## src/rtl/xlat_pkg.sv

```systemverilog
package xlat_pkg;

  // Widest entry index the strobe struct can carry (up to 256 entries)
  localparam int IDX_MAX = 8;

  // Access kinds on the lookup port
  typedef enum logic [1:0] {
    ACC_READ  = 2'd0,
    ACC_WRITE = 2'd1,
    ACC_EXEC  = 2'd2,
    ACC_RSVD  = 2'd3
  } accKind_e;

  // Strobes from control to the entry store
  typedef struct packed {
    logic               flushAll;
    logic               wrEn;
    logic [IDX_MAX-1:0] wrIdx;
  } storeStrobe_t;

endpackage

```

## src/rtl/xlat_store.sv

```systemverilog
module xlat_store
  import xlat_pkg::*;
#(
  parameter int ENTRIES = 16,
  parameter int VPN_W   = 20,
  parameter int PPN_W   = 20,
  localparam int IdxW   = $clog2(ENTRIES)
) (
  input  logic              clk,
  input  logic              rstN,
  input  storeStrobe_t      strobe,
  input  logic              lookupValid,
  input  logic [VPN_W-1:0]  lookupVpn,
  input  logic [1:0]        lookupAcc,
  input  logic [VPN_W-1:0]  fillVpn,
  input  logic [PPN_W-1:0]  fillPpn,
  input  logic [2:0]        fillPerm,
  output logic              hit,
  output logic [PPN_W-1:0]  hitPpn,
  output logic              permFault,
  output logic [IdxW-1:0]   hitIdx,
  output logic [ENTRIES-1:0] validVec,
  output logic              fillMatch,
  output logic [IdxW-1:0]   fillMatchIdx
);

  logic [ENTRIES-1:0] lookVec;
  logic [ENTRIES-1:0] fillVec;
  logic [PPN_W-1:0]   ppnArr  [ENTRIES];
  logic [2:0]         permArr [ENTRIES];

  // One storage slot and two comparators per entry
  for (genvar i = 0; i < ENTRIES; i++) begin : gEnt
    logic             entValid;
    logic [VPN_W-1:0] entVpn;
    logic [PPN_W-1:0] entPpn;
    logic [2:0]       entPerm;
    logic             selMe;

    assign selMe = strobe.wrEn && (strobe.wrIdx == IDX_MAX'(i));

    always_ff @(posedge clk or negedge rstN) begin
      if (!rstN)                entValid <= 1'b0;
      else if (strobe.flushAll) entValid <= 1'b0;
      else if (selMe)           entValid <= 1'b1;
    end

    always_ff @(posedge clk) begin
      if (selMe && !strobe.flushAll) begin
        entVpn  <= fillVpn;
        entPpn  <= fillPpn;
        entPerm <= fillPerm;
      end
    end

    assign validVec[i] = entValid;
    assign lookVec[i]  = lookupValid && entValid && (entVpn == lookupVpn);
    assign fillVec[i]  = entValid && (entVpn == fillVpn);
    assign ppnArr[i]   = entPpn;
    assign permArr[i]  = entPerm;
  end

  // At most one entry matches, because fills never duplicate a page number
  logic [2:0] selPerm;
  always_comb begin
    hitIdx       = '0;
    fillMatchIdx = '0;
    hitPpn       = '0;
    selPerm      = '0;
    for (int i = 0; i < ENTRIES; i++) begin
      if (lookVec[i]) begin
        hitIdx  = IdxW'(i);
        hitPpn  = hitPpn | ppnArr[i];
        selPerm = selPerm | permArr[i];
      end
      if (fillVec[i]) fillMatchIdx = IdxW'(i);
    end
  end

  assign hit       = |lookVec;
  assign fillMatch = |fillVec;

  always_comb begin
    unique case (accKind_e'(lookupAcc))
      ACC_READ:  permFault = hit && !selPerm[0];
      ACC_WRITE: permFault = hit && !selPerm[1];
      ACC_EXEC:  permFault = hit && !selPerm[2];
      default:   permFault = hit;
    endcase
  end

endmodule

```

## src/rtl/xlat_ctrl.sv

```systemverilog
module xlat_ctrl
  import xlat_pkg::*;
#(
  parameter int ENTRIES = 16,
  localparam int IdxW   = $clog2(ENTRIES),
  localparam int AgeW   = $clog2(ENTRIES)
) (
  input  logic               clk,
  input  logic               rstN,
  input  logic               fillValid,
  input  logic               flush,
  input  logic               hit,
  input  logic [IdxW-1:0]    hitIdx,
  input  logic [ENTRIES-1:0] validVec,
  input  logic               fillMatch,
  input  logic [IdxW-1:0]    fillMatchIdx,
  output storeStrobe_t       strobe
);

  localparam logic [AgeW-1:0] OldestAge = AgeW'(ENTRIES - 1);

  logic [AgeW-1:0] ageArr [ENTRIES];
  logic [IdxW-1:0] freeIdx;
  logic            anyFree;
  logic [IdxW-1:0] victimIdx;
  logic [IdxW-1:0] wrIdx;
  logic            fillGo;
  logic            touchEn;
  logic [IdxW-1:0] touchIdx;
  logic [AgeW-1:0] touchAge;

  // Lowest-index empty slot: scan downward so that the lowest index is kept
  always_comb begin
    freeIdx = '0;
    anyFree = 1'b0;
    for (int i = ENTRIES - 1; i >= 0; i--) begin
      if (!validVec[i]) begin
        freeIdx = IdxW'(i);
        anyFree = 1'b1;
      end
    end
  end

  // Ages always form a permutation, so exactly one entry holds the oldest age
  always_comb begin
    victimIdx = '0;
    for (int i = 0; i < ENTRIES; i++) begin
      if (ageArr[i] == OldestAge) victimIdx = IdxW'(i);
    end
  end

  always_comb begin
    if (fillMatch)    wrIdx = fillMatchIdx;
    else if (anyFree) wrIdx = freeIdx;
    else              wrIdx = victimIdx;
  end

  assign fillGo = fillValid && !flush;

  // A fill claims the recency update; otherwise a lookup hit does
  assign touchEn  = fillGo || hit;
  assign touchIdx = fillGo ? wrIdx : hitIdx;
  assign touchAge = ageArr[touchIdx];

  for (genvar i = 0; i < ENTRIES; i++) begin : gAge
    logic [AgeW-1:0] age;
    always_ff @(posedge clk or negedge rstN) begin
      if (!rstN) begin
        age <= AgeW'(i);
      end else if (touchEn) begin
        if (touchIdx == IdxW'(i)) age <= '0;
        else if (age < touchAge)  age <= age + 1'b1;
      end
    end
    assign ageArr[i] = age;
  end

  assign strobe.flushAll = flush;
  assign strobe.wrEn     = fillGo;
  assign strobe.wrIdx    = IDX_MAX'(wrIdx);

endmodule

```

## src/rtl/xlat_cache.sv

```systemverilog
module xlat_cache
  import xlat_pkg::*;
#(
  parameter int ENTRIES = 16,
  parameter int VPN_W   = 20,
  parameter int PPN_W   = 20
) (
  input  logic             clk,
  input  logic             rstN,
  input  logic             lookupValid,
  input  logic [VPN_W-1:0] lookupVpn,
  input  logic [1:0]       lookupAcc,
  input  logic             fillValid,
  input  logic [VPN_W-1:0] fillVpn,
  input  logic [PPN_W-1:0] fillPpn,
  input  logic [2:0]       fillPerm,
  input  logic             flush,
  output logic             hit,
  output logic [PPN_W-1:0] hitPpn,
  output logic             permFault
);

  localparam int IdxW = $clog2(ENTRIES);

  storeStrobe_t       strobe;
  logic [IdxW-1:0]    hitIdx;
  logic [ENTRIES-1:0] validVec;
  logic               fillMatch;
  logic [IdxW-1:0]    fillMatchIdx;

  xlat_store #(.ENTRIES(ENTRIES), .VPN_W(VPN_W), .PPN_W(PPN_W)) uStore (
    .clk(clk), .rstN(rstN), .strobe(strobe),
    .lookupValid(lookupValid), .lookupVpn(lookupVpn), .lookupAcc(lookupAcc),
    .fillVpn(fillVpn), .fillPpn(fillPpn), .fillPerm(fillPerm),
    .hit(hit), .hitPpn(hitPpn), .permFault(permFault),
    .hitIdx(hitIdx), .validVec(validVec),
    .fillMatch(fillMatch), .fillMatchIdx(fillMatchIdx)
  );

  xlat_ctrl #(.ENTRIES(ENTRIES)) uCtrl (
    .clk(clk), .rstN(rstN), .fillValid(fillValid), .flush(flush),
    .hit(hit), .hitIdx(hitIdx), .validVec(validVec),
    .fillMatch(fillMatch), .fillMatchIdx(fillMatchIdx),
    .strobe(strobe)
  );

endmodule

```

## config.mk

```make
export PLATFORM = sky130hd
export DESIGN_NAME = xlat_cache
export DESIGN_NICKNAME = d
export VERILOG_FILES = /design/src/rtl/xlat_pkg.sv /design/src/rtl/xlat_store.sv /design/src/rtl/xlat_ctrl.sv /design/src/rtl/xlat_cache.sv
export SDC_FILE = /design/constraint.sdc
export NUM_CORES = 1
export LEC_CHECK = 0
export ABC_AREA = 1
export BUFFER_PORTS_ARGS = -buffer_cell sky130_fd_sc_hd__buf_2
export CAP_MARGIN = 20
export CORE_MARGIN = 3
export CORE_UTILIZATION = 30
export CTS_BUF_LIST = sky130_fd_sc_hd__clkbuf_4
export CTS_CLUSTER_DIAMETER = 60
export DETAILED_ROUTE_END_ITERATION = 10
export SLEW_MARGIN = 10
export SYNTH_ARGS = -nofsm -noshare
export SYNTH_HDL_FRONTEND = slang
export SYNTH_SLANG_ARGS = --single-unit
```

## constraint.sdc

```tcl
create_clock -name clk -period 5.3 [get_ports clk]
set_clock_uncertainty 0.2 [all_clocks]
set_input_delay 0.265 -clock clk [delete_from_list [all_inputs] [get_ports clk]]
set_output_delay 0.265 -clock clk [all_outputs]
set_load 0.01 [all_outputs]
```

==> flow_summary.toml, run 1 <==
[logic_synthesis]
netlist_top_cells_count = "862 x nand2_1, 698 x inv_1, 688 x edfxtp_1"
synth-edff-count = 688
yosysTopAreaCell = "edfxtp_1"
syn_area_um2 = 42100
synth_cells = 4476
yosys.area.top_type_share = 0.490
synth-simple-area-share = 0.193
synth_xor_area_frac = 0.0422
synth.most_common_cell = "nand2_1"
ys_ff_latch = 768
synthAdderAreaFrac = 0.0199
ys.flop_type = "edfxtp_1"
netlist_top_cells_area = "edfxtp_1 49%, nand2_1 7.7%, inv_1 6.2%"
synth-compound-area-share = 0.115
synth_top_family_by_area = "simple AND/OR/NAND/NOR gates"
synth_mux_area_frac = 0
ys_warn_count = 0
synthesis.nets = 4613
avgSynthCellArea_um2 = 9.41
async_reset_ff_frac = 0.104
yosysSeqAreaShare = 0.539
ys_types = 69

[routing]
dr_total_vias = 38204
antenna_left = 0
drc = 0
first_pass_iters = 7
vias_per_cell = 5.46
wl_per_cell_um = 26.6
drt-initial-drc-count = 4754
drt_wl_total_mm = 186

[sta]
timing.final.ws_setup_ns = 0.116
tightest_slew_ns = 0.798
post-route-period-util = 0.978
relSlewSlack = 0.468
hold_slack_ns = 0.0957
min_period_ns = 5.18
timing.fmax_mhz = 193
setup_viol = 0
hold_viol = 0
fin_tns_setup_ns = 0
slew_violations = 0

[setup_path]
end_kind = "flop"
cp_slowest_cell = "dlygate4sd3_1"
path_delay_family = "buffers and inverters"
crit_type = "in -> reg"
critPathBufInv = 8
start_kind = "primary input"
cp_max_fo = 13
path_common_cell = "nand2_1"
max_stage_delay_ns = 0.57
worstPathArrival_ns = 6.05
cp_data_required_time_ns = 6.17

[clocking]
htree_num_levels = 4
clkTransAtPathRegs_ns = 0.06
cts_tree = "built"
cts_buffers = 214
clkSinkCount = 768
cts_root_buf = "clkbuf_4"
clockBufferDepth = 3
clock_latency_ns = 1.27

[layout]
nets = 5101
drive_above_1_share = 0.172
final_util = 0.363
final_area_um2 = 50300
stdcell_count = 6993
syn2layout_area_growth_pct = 19.5

[floorplanning]
fp-row-count = 136
die_h_um = 381
die_w_um = 381
start_util = 0.304
core_region_area_um2 = 139000
dieArea_um2 = 145000
io_pins = 92

[flow_run]
max-cap-violations = 0

[placement]
pre_cts_slack_ns = -0.170
gp_congestion = 0.999
place_inst = 6505
place_hpwl_mm = 126
io_buffers = 91
dpl_cell_area_um2 = 46500

[worst_hold_path]
hold_class = "in -> reg"

[global_route]
first_global_vias = 36164
grt_max_degree = 81
grtUsageTotal = 0.248
grt.overflow.total = 0
grt_pass1_wl_mm = 262
antenna_found_initial = 8

[power_and_ir_drop]
irDropWorstVdd_mv = 0.189
finalPower_mw = 16.0
pwr_density_cell_nw_per_um2 = 317
power_leakage_nw = 21.2

[status]
status = "complete, no violations"
## routing by layer
metal  up-vias  part of all wire  global-route usage
li1      16757                 -                   -
met1     18426              0.40               0.329
met2      2490              0.45               0.387
met3       529              0.10              0.0570
met4         2             0.049               0.113
met5         -          0.000080                   0
## where the power goes
part / switching, mW / total, mW / internal (mW)
Clock: 2.83 / 5.53 / 2.69
Sequential: 0.428 / 7.37 / 6.94
Combinational: 1.94 / 3.06 / 1.12
## cell type report
class                      count  area (µm²)
antenna                        9        22.5
clock buffer                 302        2270
clock inverter                71         448
fill                       14172       88200
inverter                     740        2790
multi-input combinational   2794       15800
sequential                   768       22700
tap                         1863        2330
timing repair buffer         445        3970
timing repair inverter         1        7.51
## flip-flops by register name, indices dropped and copies added, names as in the netlist
name                  count
uCtrl.gAge.age           64
uStore.gEnt.entPerm      48
uStore.gEnt.entPpn      320
uStore.gEnt.entValid     16
uStore.gEnt.entVpn      320
## kinds of logic after synthesis
group | count (synthesis)
AOI/OAI and AO/OA | 734
DFF | 768
xor gates and xnor gates | 203
adders and majority gates | 67
and+or+nand+nor | 1790
buffers and inverters | 914
## worst register-to-register path, delay by kind of cell, from the launching register on
family / cells / cell delay (ns)
fa+ha+maj: 1 / 0.29
compound gates: 4 / 0.57
buf+inv: 3 / 0.51
simple gates: 26 / 2.79
flops: 1 / 0.45
## cell usage in the layout, fill, tap and decap left out, drive strengths merged, types with 83 or more instances in the layout
| master | instances |
|---|---|
| clkbuf | 302 |
| o22ai | 261 |
| nor4 | 83 |
| dlygate4sd3 | 90 |
| nand2 | 889 |
| nor2 | 347 |
| edfxtp | 688 |
| buf | 351 |
| o21ai | 168 |
| xor2 | 116 |
| nand4 | 116 |
| inv | 748 |
| xnor2 | 87 |
| nand3 | 221 |
## what timing repair did
item,4_1_cts,5_1_grt
gates resized for setup,0,23
cloned,0,1
setup endpoints to repair,1,65
hold endpoints to repair,786,43
hold buffers,94,5
setup buffers,1,9
pin swaps,1,6
## worst paths after layout
path	end	depth (start not counted)	startpoint	slack, ns
min	uStore.gEnt[5].entVpn[3]$_DFFE_PP_	3	fillVpn[3]	0.1
min in group asynchronous	uCtrl.gAge[3].age[2]$_DFFE_PN0P_	5	rstN	0.48
max in group asynchronous	uStore.gEnt[9].entValid$_DFFE_PN0P_	6	rstN	3.56
max reg2reg	uCtrl.gAge[5].age[1]$_DFFE_PN0P_	34	uStore.gEnt[4].entVpn[19]$_DFFE_PP_	0.30
min reg2reg	uCtrl.gAge[9].age[0]$_DFFE_PN1P_	2	uCtrl.gAge[9].age[0]$_DFFE_PN1P_	0.29
max	uCtrl.gAge[5].age[1]$_DFFE_PN0P_	31	fillVpn[13]	0.12
(Power assumes the default switching activity.)
==> inputs of run 2 (changes only) <==
- ABC_AREA: 1 -> default
- HOLD_SLACK_MARGIN: default -> 0.06
==> flow_summary.toml, run 2 <==
[status]
status = "finished with violations"
violations = "setup timing"

[placement]
place_inst = 5033
dpl_cell_area_um2 = 44900
gp_congestion = 0.926
io_buffers = 91
place_hpwl_mm = 91.9
pre_cts_slack_ns = -0.577

[clocking]
htree_num_levels = 4
clock_latency_ns = 1.18
clkTransAtPathRegs_ns = 0.07
cts_tree = "built"
cts_root_buf = "clkbuf_4"
clkSinkCount = 768
cts_buffers = 204
clockBufferDepth = 3

[layout]
reg_top3 = "uStore.gEnt.entPpn x320, uStore.gEnt.entVpn x320, uCtrl.gAge.age x64"
final_util = 0.392
nets = 3848
stdcell_count = 5545
mostFrequentLayoutCell = "edfxtp_1"
final_cell_mix = "688 x edfxtp_1, 413 x buf_4, 369 x xor2_1"
final_area_um2 = 50100
syn2layout_area_growth_pct = 29.5
drive_above_1_share = 0.303

[power_and_ir_drop]
finalPower_mw = 17.0
irDropWorstVdd_mv = 0.234
pwr_density_cell_nw_per_um2 = 340
combPwrFrac = 0.253
clockPowerShare = 0.321
p_int_mw = 11.8
sw_frac_of_total = 0.309
power_leakage_nw = 17.7
pwr-share-seq = 0.426
power_switching_mw = 5.27

[routing]
first_pass_iters = 6
wl_per_cell_um = 25.1
drt_wl_total_mm = 139
antenna_left = 0
vias_per_cell = 5.37
drc = 0
dr_total_vias = 29770
drt-initial-drc-count = 3018

[floorplanning]
die_w_um = 365
io_pins = 92
dieArea_um2 = 133000
die_h_um = 365
start_util = 0.303
fp-row-count = 131
core_region_area_um2 = 128000

[sta]
rsz0062_at_grt = "yes"
setup_viol = 17
hold_slack_ns = 0.268
slew_violations = 0
timing.fmax_mhz = 185
tightest_slew_ns = 0.834
relSlewSlack = 0.442
post-route-period-util = 1.02
min_period_ns = 5.42
fin_tns_setup_ns = -0.589
timing.final.ws_setup_ns = -0.117
hold_viol = 0

[logic_synthesis]
ys.flop_type = "edfxtp_1"
synth_mux_area_frac = 0.00544
ys_ff_latch = 768
synth-compound-area-share = 0.102
yosysSeqAreaShare = 0.587
async_reset_ff_frac = 0.104
synthAdderAreaFrac = 0.0217
synthesis.nets = 3097
synth_top_family_by_area = "XOR/XNOR gates"
netlist_top_cells_count = "688 x edfxtp_1, 369 x xor2_1, 271 x xnor2_1"
avgSynthCellArea_um2 = 13.1
yosys.area.top_type_share = 0.534
ys_warn_count = 0
synth_xor_area_frac = 0.145
synth_cells = 2960
synth-simple-area-share = 0.108
yosysTopAreaCell = "edfxtp_1"
synth.most_common_cell = "edfxtp_1"
ys_types = 96
netlist_top_cells_area = "edfxtp_1 53%, xor2_1 8.4%, xnor2_1 6.1%"
syn_area_um2 = 38700
synth-edff-count = 688

[global_route]
grt_max_degree = 49
first_global_vias = 29317
grtUsageTotal = 0.204
grt_pass1_wl_mm = 200
antenna_found_initial = 9
grt.overflow.total = 0

[setup_path]
cp_max_fo = 8
start_kind = "primary input"
crit_type = "in -> reg"
worstPathArrival_ns = 6.28
end_kind = "flop"
cp_data_required_time_ns = 6.17

[flow_run]
max-cap-violations = 0

[worst_hold_path]
hold_class = "in -> reg"
## run 2: cell types whose count changed in the layout (fill, tap and decap cells not counted), moves of 183 or more
| cell | change |
|---|---|
| xor2_1 | +253 |
| xnor2_1 | +183 |
| buf_4 | +203 |
| nor2_1 | -256 |
| o22ai_1 | -233 |
| inv_1 | -614 |
| nand2_1 | -758 |
## run 2: power by group through the flow
stage               Clock [mW]  Sequential, mW  Combinational (mW)
global placement             0            7.33                3.14
finish                    5.47            7.26                4.31
CTS                       5.61            7.21                3.35
floorplan                    0            7.27                1.87
global route              5.94            7.29                4.63
detailed placement           0            7.33                3.20
## run 2: final timing paths
kind	cells past startpoint	from	end	slack [ns]
max in group asynchronous	4	rstN	uCtrl.gAge[0].age[0]$_DFFE_PN0P_	4.16
setup reg to reg	19	uStore.gEnt[1].entVpn[18]$_DFFE_PP_	uCtrl.gAge[4].age[3]$_DFFE_PN0P_	-0.02
hold / removal	4	fillVpn[4]	uStore.gEnt[2].entVpn[4]$_DFFE_PP_	0.27
hold reg to reg	2	uCtrl.gAge[11].age[3]$_DFFE_PN1P_	uCtrl.gAge[11].age[3]$_DFFE_PN1P_	0.33
setup / recovery	27	fillVpn[4]	uCtrl.gAge[13].age[3]$_DFFE_PN1P_	-0.12
min in group asynchronous	3	rstN	uCtrl.gAge[12].age[3]$_DFFE_PN1P_	0.36
## run 2: critical path, stage by stage
cell	delay (ns)
dlygate4sd3_1	0.52
buf_2	0.24
buf_12	0.16
dlygate4sd3_1	0.69
buf_4	0.23
xnor2_1	0.18
nand4_1	0.14
nor4_1	0.35
nand4_1	0.33
and3_1	0.30
nand2_1	0.18
o21ai_4	0.09
nor2_4	0.13
buf_12	0.14
buf_6	0.11
buf_6	0.09
mux2i_1	0.20
mux2i_1	0.10
nor2_1	0.14
a21oi_2	0.06
buf_4	0.14
buf_8	0.14
ha_1	0.20
a2111oi_1	0.40
o21ai_1	0.17
a211o_1	0.35
o31ai_1	0.21
## run 2: what timing repair did
action,CTS,global route
hold buffers,94,0
setup buffers,5,33
gates cloned,1,1
resized for setup,23,218
endpoints found under the hold margin,943,0
pin swaps,7,82
endpoints found under the setup margin,65,65
## run 2: metal layers
| layer | part of all wire | track usage | vias to the layer above | routed length, µm |
|---|---|---|---|---|
| met1 | 0.43 | 0.283 | 14938 | 60400 |
| met3 | 0.082 | 0.0388 | 249 | 11400 |
| met5 | 0.00029 | 0 | - | 41 |
| met2 | 0.45 | 0.319 | 1441 | 63300 |
| met4 | 0.030 | 0.0732 | 6 | 4240 |
| li1 | - | - | 13136 | - |
## run 2: final cells by class
class,count,area [µm²]
Clock buffer,300,2250
Antenna cell,9,22.5
Inverter,87,327
Clock inverter,69,450
Timing Repair Buffer,684,6110
Sequential cell,768,22700
Tap cell,1662,2080
Multi-Input combinational cell,1966,16100
Fill cell,12103,77600
## run 2: cells by family after synthesis
kind of cell | Yosys count
XOR/XNOR | 640
buffers and inverters | 227
flip-flops | 768
AND/OR/NAND/NOR | 731
AO/OA/AOI/OAI | 506
adder cells (fa/ha/maj) | 67
multiplexers | 21
